## src/rtl/pulse_train_gen.sv

```systemverilog
module pulse_train_gen #(
  parameter int LANES = 12,
  parameter int FRAME = 66,
  parameter int P1_AT = 0,
  parameter int P1_LEN = 1,
  parameter int P2_AT = 4,
  parameter int P2_LEN = 1,
  parameter int P3_AT = 15,
  parameter int P3_LEN = 2
) (
  input  logic             clk,
  input  logic             rst,
  input  logic             en,
  input  logic             align_en,
  input  logic             sync_in,
  output logic [LANES-1:0] lanes,
  output logic             frame_start
);
  localparam int CW = (FRAME > 1) ? $clog2(FRAME) : 1;
  localparam logic [CW-1:0] LAST = CW'(FRAME - 1);

  logic [CW-1:0] cnt, nxt;
  logic          run, sync_q;
  logic          restart;

  function automatic logic in_pulse(input logic [CW-1:0] t);
    int v;
    v = int'(t);
    return (v >= P1_AT && v < P1_AT + P1_LEN) ||
           (v >= P2_AT && v < P2_AT + P2_LEN) ||
           (v >= P3_AT && v < P3_AT + P3_LEN);
  endfunction

  assign restart = !run || (align_en && sync_in && !sync_q);

  always_comb begin
    if (restart || cnt == LAST) nxt = '0;
    else                        nxt = cnt + 1'b1;
  end

  always_ff @(posedge clk) begin
    sync_q <= rst ? 1'b0 : sync_in;
    if (rst || !en) begin
      run         <= 1'b0;
      cnt         <= '0;
      lanes       <= '0;
      frame_start <= 1'b0;
    end else begin
      run         <= 1'b1;
      cnt         <= nxt;
      lanes       <= {LANES{in_pulse(nxt)}};
      frame_start <= (nxt == '0);
    end
  end
endmodule

```

## config.mk

```make
export PLATFORM = sky130hd
export DESIGN_NAME = pulse_train_gen
export DESIGN_NICKNAME = d
export VERILOG_FILES = /design/src/rtl/pulse_train_gen.sv
export SDC_FILE = /design/constraint.sdc
export NUM_CORES = 1
export LEC_CHECK = 0
export BUFFER_PORTS_ARGS = -buffer_cell sky130_fd_sc_hd__buf_2
export CORE_MARGIN = 2
export CORE_UTILIZATION = 30
export CTS_CLUSTER_DIAMETER = 120
export DETAILED_ROUTE_END_ITERATION = 7
export GPL_TIMING_DRIVEN = 0
export PLACE_DENSITY = 0.54
export SLEW_MARGIN = 15
export SYNTH_ARGS = -nofsm -noshare
export SYNTH_HDL_FRONTEND = slang
export SYNTH_SLANG_ARGS = --single-unit
```

## constraint.sdc

```tcl
create_clock -name clk -period 1.9 [get_ports clk]
set_input_delay 0.095 -clock clk [delete_from_list [all_inputs] [get_ports clk]]
set_output_delay 0.095 -clock clk [all_outputs]
set_load 0.01 [all_outputs]
```

Yosys cells after proc, flatten, opt, wreduce, memory -nomap -nowiden
Index checks and enable logic that the tools add are counted.
Widths: inputs -> output; s select.
- bits in registers: 11
- bits of input ports: 5
- output and inout port bits: 13
- word-level logic and storage cells: 27
- add/sub/neg operators: 1
- $lt $le $gt $ge: 5
- equal/unequal tests: 1
- mux-type cells: 2
- reduce and logical (&&, ||, !) cells: 13
- operators with widths (cell ; number):
    $add 7x1->7 const B ; 1
    $eq 7x7->1 const B ; 1
    $ge 7x3->1 const B ; 1
    $ge 7x4->1 const B ; 1
    $logic_not 7->1 ; 1
    $lt 7x1->1 const B ; 1
    $lt 7x3->1 const B ; 1
    $lt 7x5->1 const B ; 1
    $mux 7 ; 1
    $logic_or 1x1->1 ; 5
    $logic_and 1x1->1 ; 4
    $logic_not 1->1 ; 3
    $mux 1 ; 1

Depth between registers and ports, before layout
Gate-level depths: netlist (run 1).
- depth after elaboration: 9
- mapped depth: 6
- gate-level depth less buffers: 6

Worst setup path before layout (run 1)
OpenSTA, ideal clock, no wires.
- path type: register -> register
- from: reg cnt[1]
- to: reg, netlist name lanes[0]
- library setup time: 0.135 ns
- data arrival time: 1.595 ns
- required time: 1.765 ns
- path slack: 0.170 ns
- cell stages (with the launch flop): 7
- buffers on the path: 0
- period minus slack after synthesis: 1.730 ns
- cells stage by stage: dfxtp_1 > inv_1 > ha_1 > and4_2 > o31a_1 > o311ai_1 > a22oi_1
- word-level cells in the longest chain between the ends: 7
- elaborated cells between the ends (all ways): 13
- classes of those cells: 1 x add/sub; 5 x order compare; 1 x eq/ne; 1 x mux; 5 x reduce/logical
- RTL lines (element ; line ; source):
    start: declaration ; 22 ; logic [CW-1:0] cnt, nxt;
    start signal: assignment ; 50 ; cnt <= nxt;
    parallel branches: the longest is 2 deep, another holds $add 7x1->7 ; - ;
    $mux 7 * ; 37 ; if (restart || cnt == LAST) nxt = '0;
    $ge 7x3->1 / $lt 7x3->1 (equally long branches) ; 30 ; (v >= P2_AT && v < P2_AT + P2_LEN) ||
    $logic_and 1x1->1 ; 30 ;
    $logic_or 1x1->1 ; 29 ; return (v >= P1_AT && v < P1_AT + P1_LEN) ||
    $logic_or 1x1->1 * ; 30 ;
Mark *: on every way between the ends.
A chain may end at the register's enable or synchronous reset.

Worst setup path after layout (run 1)
- from: reg cnt[1]
- to: reg, netlist name lanes[0]
- word-level cells in the longest chain between the ends: 7
- elaborated cells between the ends (all ways): 13
- classes of those cells: 1 x add/sub; 5 x order compare; 1 x eq/ne; 1 x mux; 5 x reduce/logical
- RTL lines (element ; line):
    parallel branches: the longest is 2 deep, another holds $add 7x1->7 ; -
    $mux 7 * ; 37
    $ge 7x3->1 / $lt 7x3->1 (equally long branches) ; 30
    $logic_and 1x1->1 ; 30
    $logic_or 1x1->1 ; 29
    $logic_or 1x1->1 * ; 30
Marked as above.

==> out/metrics.cfg, run 1 <==
[setup_path]
r2r_setup_slack_ns=0.12
critical_path_class=reg2reg
cp.required_ns=2.05
arrival_ns=1.92
r2r_cells=6
cp_max_fo=7
start_kind=flip-flop
r2r-start=cnt[1]
end_kind=flip-flop
r2r_end=lanes[0]

[hold_path]
hold_depth=2
worstHoldEndpoint=sync_q
min_from=sync_in
hold_class=in2reg

[timing]
final-setup-viol-count=0
period_needed_ns=1.78
slew_headroom_pct=71.2
fmax_ghz=0.563
setup_ws_ns=0.125
post-route-period-util_pct=93.4
rsz0062_at_grt=false
worstMarginPinSlew_ns=0.428
slew_viol_final=0
clock_skew_ns=0.00129
hold_viol=0
tns_ns=0

[clock_network]
cts_tree=built
cts_inserted_buffers=3
cts-root-buf=clkbuf_4
path_clk_slew_ns=0.07
clock_sinks=11
h-tree-depth=1
clock_path_buffers=2
insertion_delay_ns=0.27

[placed_design]
place_ws_ns=-0.0439
io_buffers=17
routabilityCongestion=0.780
dpl.hpwl_mm=1.00
postPlaceCellArea_sq_um=810

[job]
maxCapViolCount=0

[layout]
design_area_sq_um=857
areaGrowthSynthToFinish_pct=24.3
post-route-util_pct=39.1
nets=109
drive_gt1_share_pct=40.6
diodes=0
most-common-layout-cells=17 x buf_2, 12 x buf_4, 10 x dfxtp_1
final_common_cell=buf_2

[logic_synthesis]
synth_seq_area_share_pct=31.9
synth_top_area_share_pct=31.9
synth_area_leader_cell=dfxtp_1
synth.area.top_cells=dfxtp_1 32%, buf_4 13%, xor2_1 5.1%
synth_cell_type_count=33
synth_cells=79
syn_area_per_cell_sq_um=8.73
synth_area_sq_um=689
postSynthRegisterBits=11
synth_fp_nets=86
yosysWarningCount=0

[die]
io_pins=18
die_h_microns=51.9
num_rows=17
core_area_sq_um=2190
die_area_sq_um=2700
die_x_microns=51.9
initial_core_util_pct=31.5

[grt]
grt_max_degree=13
grt_pass1_wl_mm=2.26
grt_pass1_vias=499
antenna_found_initial=0
gr-total-overflow=0
grtUsageTotal_pct=11.7

[detailed_routing]
firstDrtPassIters=4
drt-initial-drc-count=20
viasPerCell=4.67
num_vias=603
avgRoutedWirePerCell_microns=10.8
postRouteAntennaNets=0
drt-total-wl_mm=1.39
post-route-drc-count=0

[pwr]
ir_drop_mv=0.258
powerDensity_nw_per_um2=549
finalPower_mw=0.471
p_leak_nw=0.397

[outcome]
status=finished, final reports clean

-- metrics by stage --
| step | std cells | hold slack [ns] |
|---|---|---|
| floorplan | 79 | 0.167 |
| global placement | 124 | 0.267 |
| detailed placement | 124 | 0.271 |
| CTS | 129 | 0.0428 |
| global route | 129 | 0.0529 |
| finish | 129 | 0.0486 |
-- routing by layer --
metal	up-vias	GRT usage (%)	part of all wire, %
li1	311	-	-
met4	0	3.95	0
met5	-	0	0
met3	0	5.17	7.3
met1	273	14.4	48
met2	19	17.9	45
-- report_power, final --
group          switching (mW)  total, mW  internal [mW]  leakage, nW
logic                  0.0277     0.0673         0.0396        0.291
registers             0.00521      0.241          0.236       0.0902
clock network          0.0809      0.162         0.0814       0.0150
total                   0.114      0.471          0.357        0.397
-- worst max-delay path, stage by stage (launching register included) --
cell and delay [ns]:
dfxtp_2 0.39, inv_1 0.06, ha_2 0.30, and4_2 0.24, o31a_1 0.24, o311ai_2 0.30, a22oi_1 0.11
-- layout make-up --
type,count,area [sq um]
fillers,228,1330
flip-flops and latches,11,221
plain buffers,15,109
repair buffers,18,95.1
clock buffers,4,26.3
well taps,28,35.0
inverters,2,7.51
multi-input cells,51,363
-- kinds of logic (layout without fill, tap and decap cells) --
kind of cell	after synthesis	after routing	synth area share, %
xor gates and xnor gates	6	6	7.62
adders and majority gates	2	2	3.63
buffers and inverters	17	39	16.9
AOI/OAI and AO/OA	14	14	16.3
and+or+nand+nor	29	29	23.6
DFF	11	11	31.9
-- synthesized netlist by cell type, drive strengths merged --
| library cell | count |
|---|---|
| o311a | 1 |
| a21oi | 3 |
| nor3 | 2 |
| dfxtp | 11 |
| nand2b | 1 |
| nor2 | 6 |
| nand3b | 1 |
| o21ai | 1 |
| a211oi | 1 |
| o22ai | 1 |
| a22oi | 1 |
| and4 | 1 |
| and3 | 1 |
| o311ai | 1 |
| xnor2 | 2 |
| xor2 | 4 |
| or3 | 1 |
| nand3 | 3 |
| nand2 | 4 |
| buf | 13 |
| ha | 2 |
| nand4 | 3 |
| clkbuf | 2 |
| a21o | 2 |
| nor2b | 1 |
| nor4b | 2 |
| or2 | 3 |
| o31a | 1 |
| o22a | 1 |
| o32ai | 1 |
| inv | 2 |
-- timing repair --
item | CTS | global route
setup endpoints to repair | 1 | 1
hold buffers | 1 | 0
pin swaps | 0 | 0
resized for setup | 1 | 2
endpoints found under the hold margin | 1 | 0
buffers inserted | 0 | 0
-- state kept, by name, summed over array words and instances (netlist names) --
signal and cells:
frame_start 1, sync_q 1, run 1, cnt 7
lanes 1
-- worst max-delay path by stage --
stage                     startpoint  endpoint  slack, ns  cells past startpoint
final                         cnt[1]  lanes[0]       0.12                      6
after global routing          cnt[1]  lanes[0]       0.03                      6
after CTS                     cnt[1]  lanes[0]       0.03                      6
after detailed placement      cnt[1]  lanes[0]      -0.04                      6
after global placement        cnt[1]  lanes[0]      -0.02                      6
after floorplan               cnt[1]  lanes[0]       0.17                      6
Power figures use the tool's default switching activity.
==> run 2, diff against run 1 <==
Settings changed: PLACE_DENSITY 0.54 to 0.52.
Clock period 1.9 ns to 1.89 ns, I/O delays scaled along.
==> out/metrics.cfg, run 2 (synthesis gave the netlist of run 1 again) <==
[layout]
post-route-util_pct=39.1
areaGrowthSynthToFinish_pct=24.3
final_common_cell=buf_2
diodes=0
most-common-layout-cells=17 x buf_2, 12 x buf_4, 10 x dfxtp_1
multi_input_area_sq_um=363
register_area_sq_um=221
drive_gt1_share_pct=40.6
nets=109
largest_register_ffs=7
top_register=cnt
fillers=218
design_area_sq_um=857

[setup_path]
critical_path.top_delay_family=compound AO/OA/AOI/OAI gates
critical_path_buf_inv_count=1
arrival_ns=1.88
cp_max_fo=7
start_kind=flip-flop
max_stage_delay_ns=0.39
cp_slowest_cell=dfxtp_2
critical_path_class=reg2reg
worstPathCellList=inv_1 -> ha_2 -> and4_2 -> o31a_1 -> o311ai_2 -> a22oi_1
end_kind=flip-flop
cp.required_ns=2.05
r2r_setup_slack_ns=0.16

[die]
die_h_microns=51.9
die_area_sq_um=2700
io_pins=18
core_area_sq_um=2190
initial_core_util_pct=31.5
num_rows=17
die_x_microns=51.9

[clock_network]
clock_sinks=11
cts-root-buf=clkbuf_4
insertion_delay_ns=0.28
cts_inserted_buffers=3
cts_tree=built
h-tree-depth=1
post_cts_buffers=0
clock_path_buffers=2
path_clk_slew_ns=0.07

[timing]
worstMarginPinSlew_ns=0.382
rsz0062_at_grt=false
setup_ws_ns=0.163
hold_viol=0
period_needed_ns=1.73
slew_viol_final=0
slew_headroom_pct=74.3
fmax_ghz=0.579
post-route-period-util_pct=91.4
clock_skew_ns=0.00320
holdWs_ns=0.0358
final-setup-viol-count=0

[detailed_routing]
drt-initial-drc-count=7
num_vias=607
avgRoutedWirePerCell_microns=10.7
firstDrtPassIters=3
post-route-drc-count=0
postRouteAntennaNets=0
drt-total-wl_mm=1.38
viasPerCell=4.71

[job]
maxCapViolCount=0

[placed_design]
postPlaceCellArea_sq_um=810
io_buffers=17
routabilityCongestion=0.774
dpl.hpwl_microns=986
place_ws_ns=-0.00158

[outcome]
status=finished, final reports clean

[grt]
grtUsageTotal_pct=12.2
grt_pass1_wl_mm=2.41
grt_max_degree=13
grt_pass1_vias=559
antenna_found_initial=0
gr-total-overflow=0

[pwr]
finalPower_mw=0.479
powerDensity_nw_per_um2=559
p_leak_nw=0.397
ir_drop_mv=0.285

[hold_path]
hold_class=in2reg

[run 2: worst reg2reg max path, stage by stage, from the launching register on]
cell,delay (ns)
dfxtp_2,0.39
inv_1,0.06
ha_2,0.30
and4_2,0.24
o31a_1,0.24
o311ai_2,0.27
a22oi_1,0.10
[run 2: worst paths after layout]
check | start | cells after the start | endpoint
worst min register to register | run | 2 | frame_start
worst max-delay path | cnt[1] | 6 | lanes[0]
worst max register to register | cnt[1] | 6 | lanes[0]
worst min-delay path | sync_in | 2 | sync_q
[run 2: routing by layer]
layer / up-vias / wire [microns] / GRT usage (%)
met5: - / 0 / 0
met4: 0 / 0 / 3.95
met3: 0 / 114 / 4.31
met2: 17 / 634 / 19.0
met1: 278 / 632 / 15.7
li1: 312 / - / -
[run 2: area by class of cell]
| type | count | area share, % |
|---|---|---|
| Inverter | 2 | 0.876 |
| Sequential cell | 11 | 25.8 |
| Tap cell | 28 | 4.09 |
| Multi-Input combinational cell | 51 | 42.3 |
| Clock buffer | 4 | 3.07 |
| Timing Repair Buffer | 18 | 11.1 |
| Buffer | 15 | 12.7 |
[run 2: per-stage QoR]
| step | TNS [ns] | std cells |
|---|---|---|
| after global routing | 0 | 129 |
| after floorplan | 0 | 79 |
| after detailed placement | -0.00158 | 124 |
| after CTS | 0 | 129 |
| after global placement | 0 | 124 |
| final | 0 | 129 |
[run 2: where the power goes]
group / switching [mW] / internal [mW]
Sequential: 0.00509 / 0.237
Clock: 0.0874 / 0.0820
Combinational: 0.0279 / 0.0398
Total: 0.120 / 0.359
[run 2: timing repair]
item                                    CTS  global route
hold buffers                              1             0
endpoints found under the setup margin    1             1
gates cloned                              0             0
endpoints found under the hold margin     1             0
gates resized for setup                   1             2
==> run 3, diff against run 2 <==
Settings changed: SETUP_SLACK_MARGIN from default to 0.3, SKIP_LAST_GASP from default to 1.
==> out/metrics.cfg, run 3 (synthesis gave the netlist of run 1 again) <==
[clock_network]
clock_sinks=11
path_clk_slew_ns=0.07
cts_inserted_buffers=3
cts-root-buf=clkbuf_4
insertion_delay_ns=0.28
h-tree-depth=1
cts_tree=built
clock_path_buffers=2

[die]
die_x_microns=51.9
num_rows=17
io_pins=18
core_area_sq_um=2190
die_area_sq_um=2700
initial_core_util_pct=31.5
die_h_microns=51.9

[grt]
grt_max_degree=13
grt_pass1_vias=570
gr-total-overflow=0
antenna_found_initial=0
grtUsageTotal_pct=11.8
grt_pass1_wl_mm=2.28

[job]
maxCapViolCount=0

[timing]
rsz0062_at_grt=true
hold_viol=0
period_needed_ns=1.60
tns_ns=0
fmax_ghz=0.624
post-route-period-util_pct=84.8
final-setup-viol-count=0
slew_viol_final=0
clock_skew_ns=0.00341
slew_headroom_pct=77.3
worstMarginPinSlew_ns=0.340

[pwr]
powerDensity_nw_per_um2=515
finalPower_mw=0.480
ir_drop_mv=0.487
p_leak_nw=0.426

[layout]
largest_register_ffs=7
nets=113
most-common-layout-cells=17 x buf_2, 16 x buf_4, 9 x dfxtp_1
diodes=0
final_common_cell=buf_2
fillers=225
design_area_sq_um=931
top_register=cnt
drive_gt1_share_pct=49.5
areaGrowthSynthToFinish_pct=35.0

[detailed_routing]
num_vias=631
drt-total-wl_mm=1.43
post-route-drc-count=0
viasPerCell=4.74
drt-initial-drc-count=14
avgRoutedWirePerCell_microns=10.8
postRouteAntennaNets=0
firstDrtPassIters=4

[setup_path]
start_kind=flip-flop
cp_max_fo=5
arrival_ns=1.76
r2r_cells=6
cp.required_ns=2.05
r2r_end=lanes[0]
critical_path_class=reg2reg
r2r-start=cnt[1]
end_kind=flip-flop
r2r_setup_slack_ns=0.29

[placed_design]
postPlaceCellArea_sq_um=823
io_buffers=17
dpl.hpwl_microns=973
routabilityCongestion=0.799

[hold_path]
hold_class=in2reg
hold_depth=2
min_from=sync_in
worstHoldEndpoint=sync_q

[outcome]
status=finished, final reports clean

==> run 3: worst max path at each step <==
stage | start | to
after floorplan | cnt[1] | lanes[0]
after global placement | cnt[0] | lanes[0]
after detailed placement | cnt[1] | lanes[0]
after CTS | cnt[0] | lanes[0]
after global routing | cnt[1] | lanes[0]
final | cnt[1] | lanes[0]
==> run 3: metrics by stage <==
stage,setup slack (ns),cells,utilization [%],hold WS (ns)
CTS,0.303,133,41.5,0.0478
floorplan,0.315,79,-,0.166
global route,0.231,133,42.5,0.0445
finish,0.288,133,42.5,0.0453
global placement,0.178,124,37.6,0.268
detailed placement,0.178,124,37.6,0.273
==> run 3: area by class of cell <==
cell class              count  area (sq um)  area share (%)
repair buffers             22           125            13.4
well taps                  28          35.0            3.76
inverters                   2          7.51           0.806
clock buffers               4          26.3            2.82
flip-flops and latches     11           225            24.2
plain buffers              15           111            12.0
multi-input cells          51           400            43.0
==> run 3: repair_timing <==
item,in CTS,in global routing
resized for setup,9,3
buffers inserted,4,0
hold buffers,1,0
endpoints found under the setup margin,3,2
pin swaps,5,1
endpoints found under the hold margin,1,0
==> run 3: per-layer routing <==
metal  track usage, %  part of all wire [%]  up-vias
met3             3.45                   7.3        5
met1             13.1                    45      278
met2             18.8                    45       28
met4             9.21                   2.9        0
li1                 -                     -      320
met5                0                     0        -
==> run 3: worst max-delay path, cell delays in order (launching register included) <==
cell	delay [ns]
dfxtp_4	0.37
inv_2	0.04
ha_4	0.25
and4_4	0.14
o31a_1	0.28
o311ai_2	0.29
a22oi_1	0.11
==> run 3: power breakdown <==
group | switching (mW) | internal [mW]
sequential | 0.00567 | 0.236
clock | 0.0849 | 0.0819
combinational | 0.0286 | 0.0428
total | 0.119 | 0.360
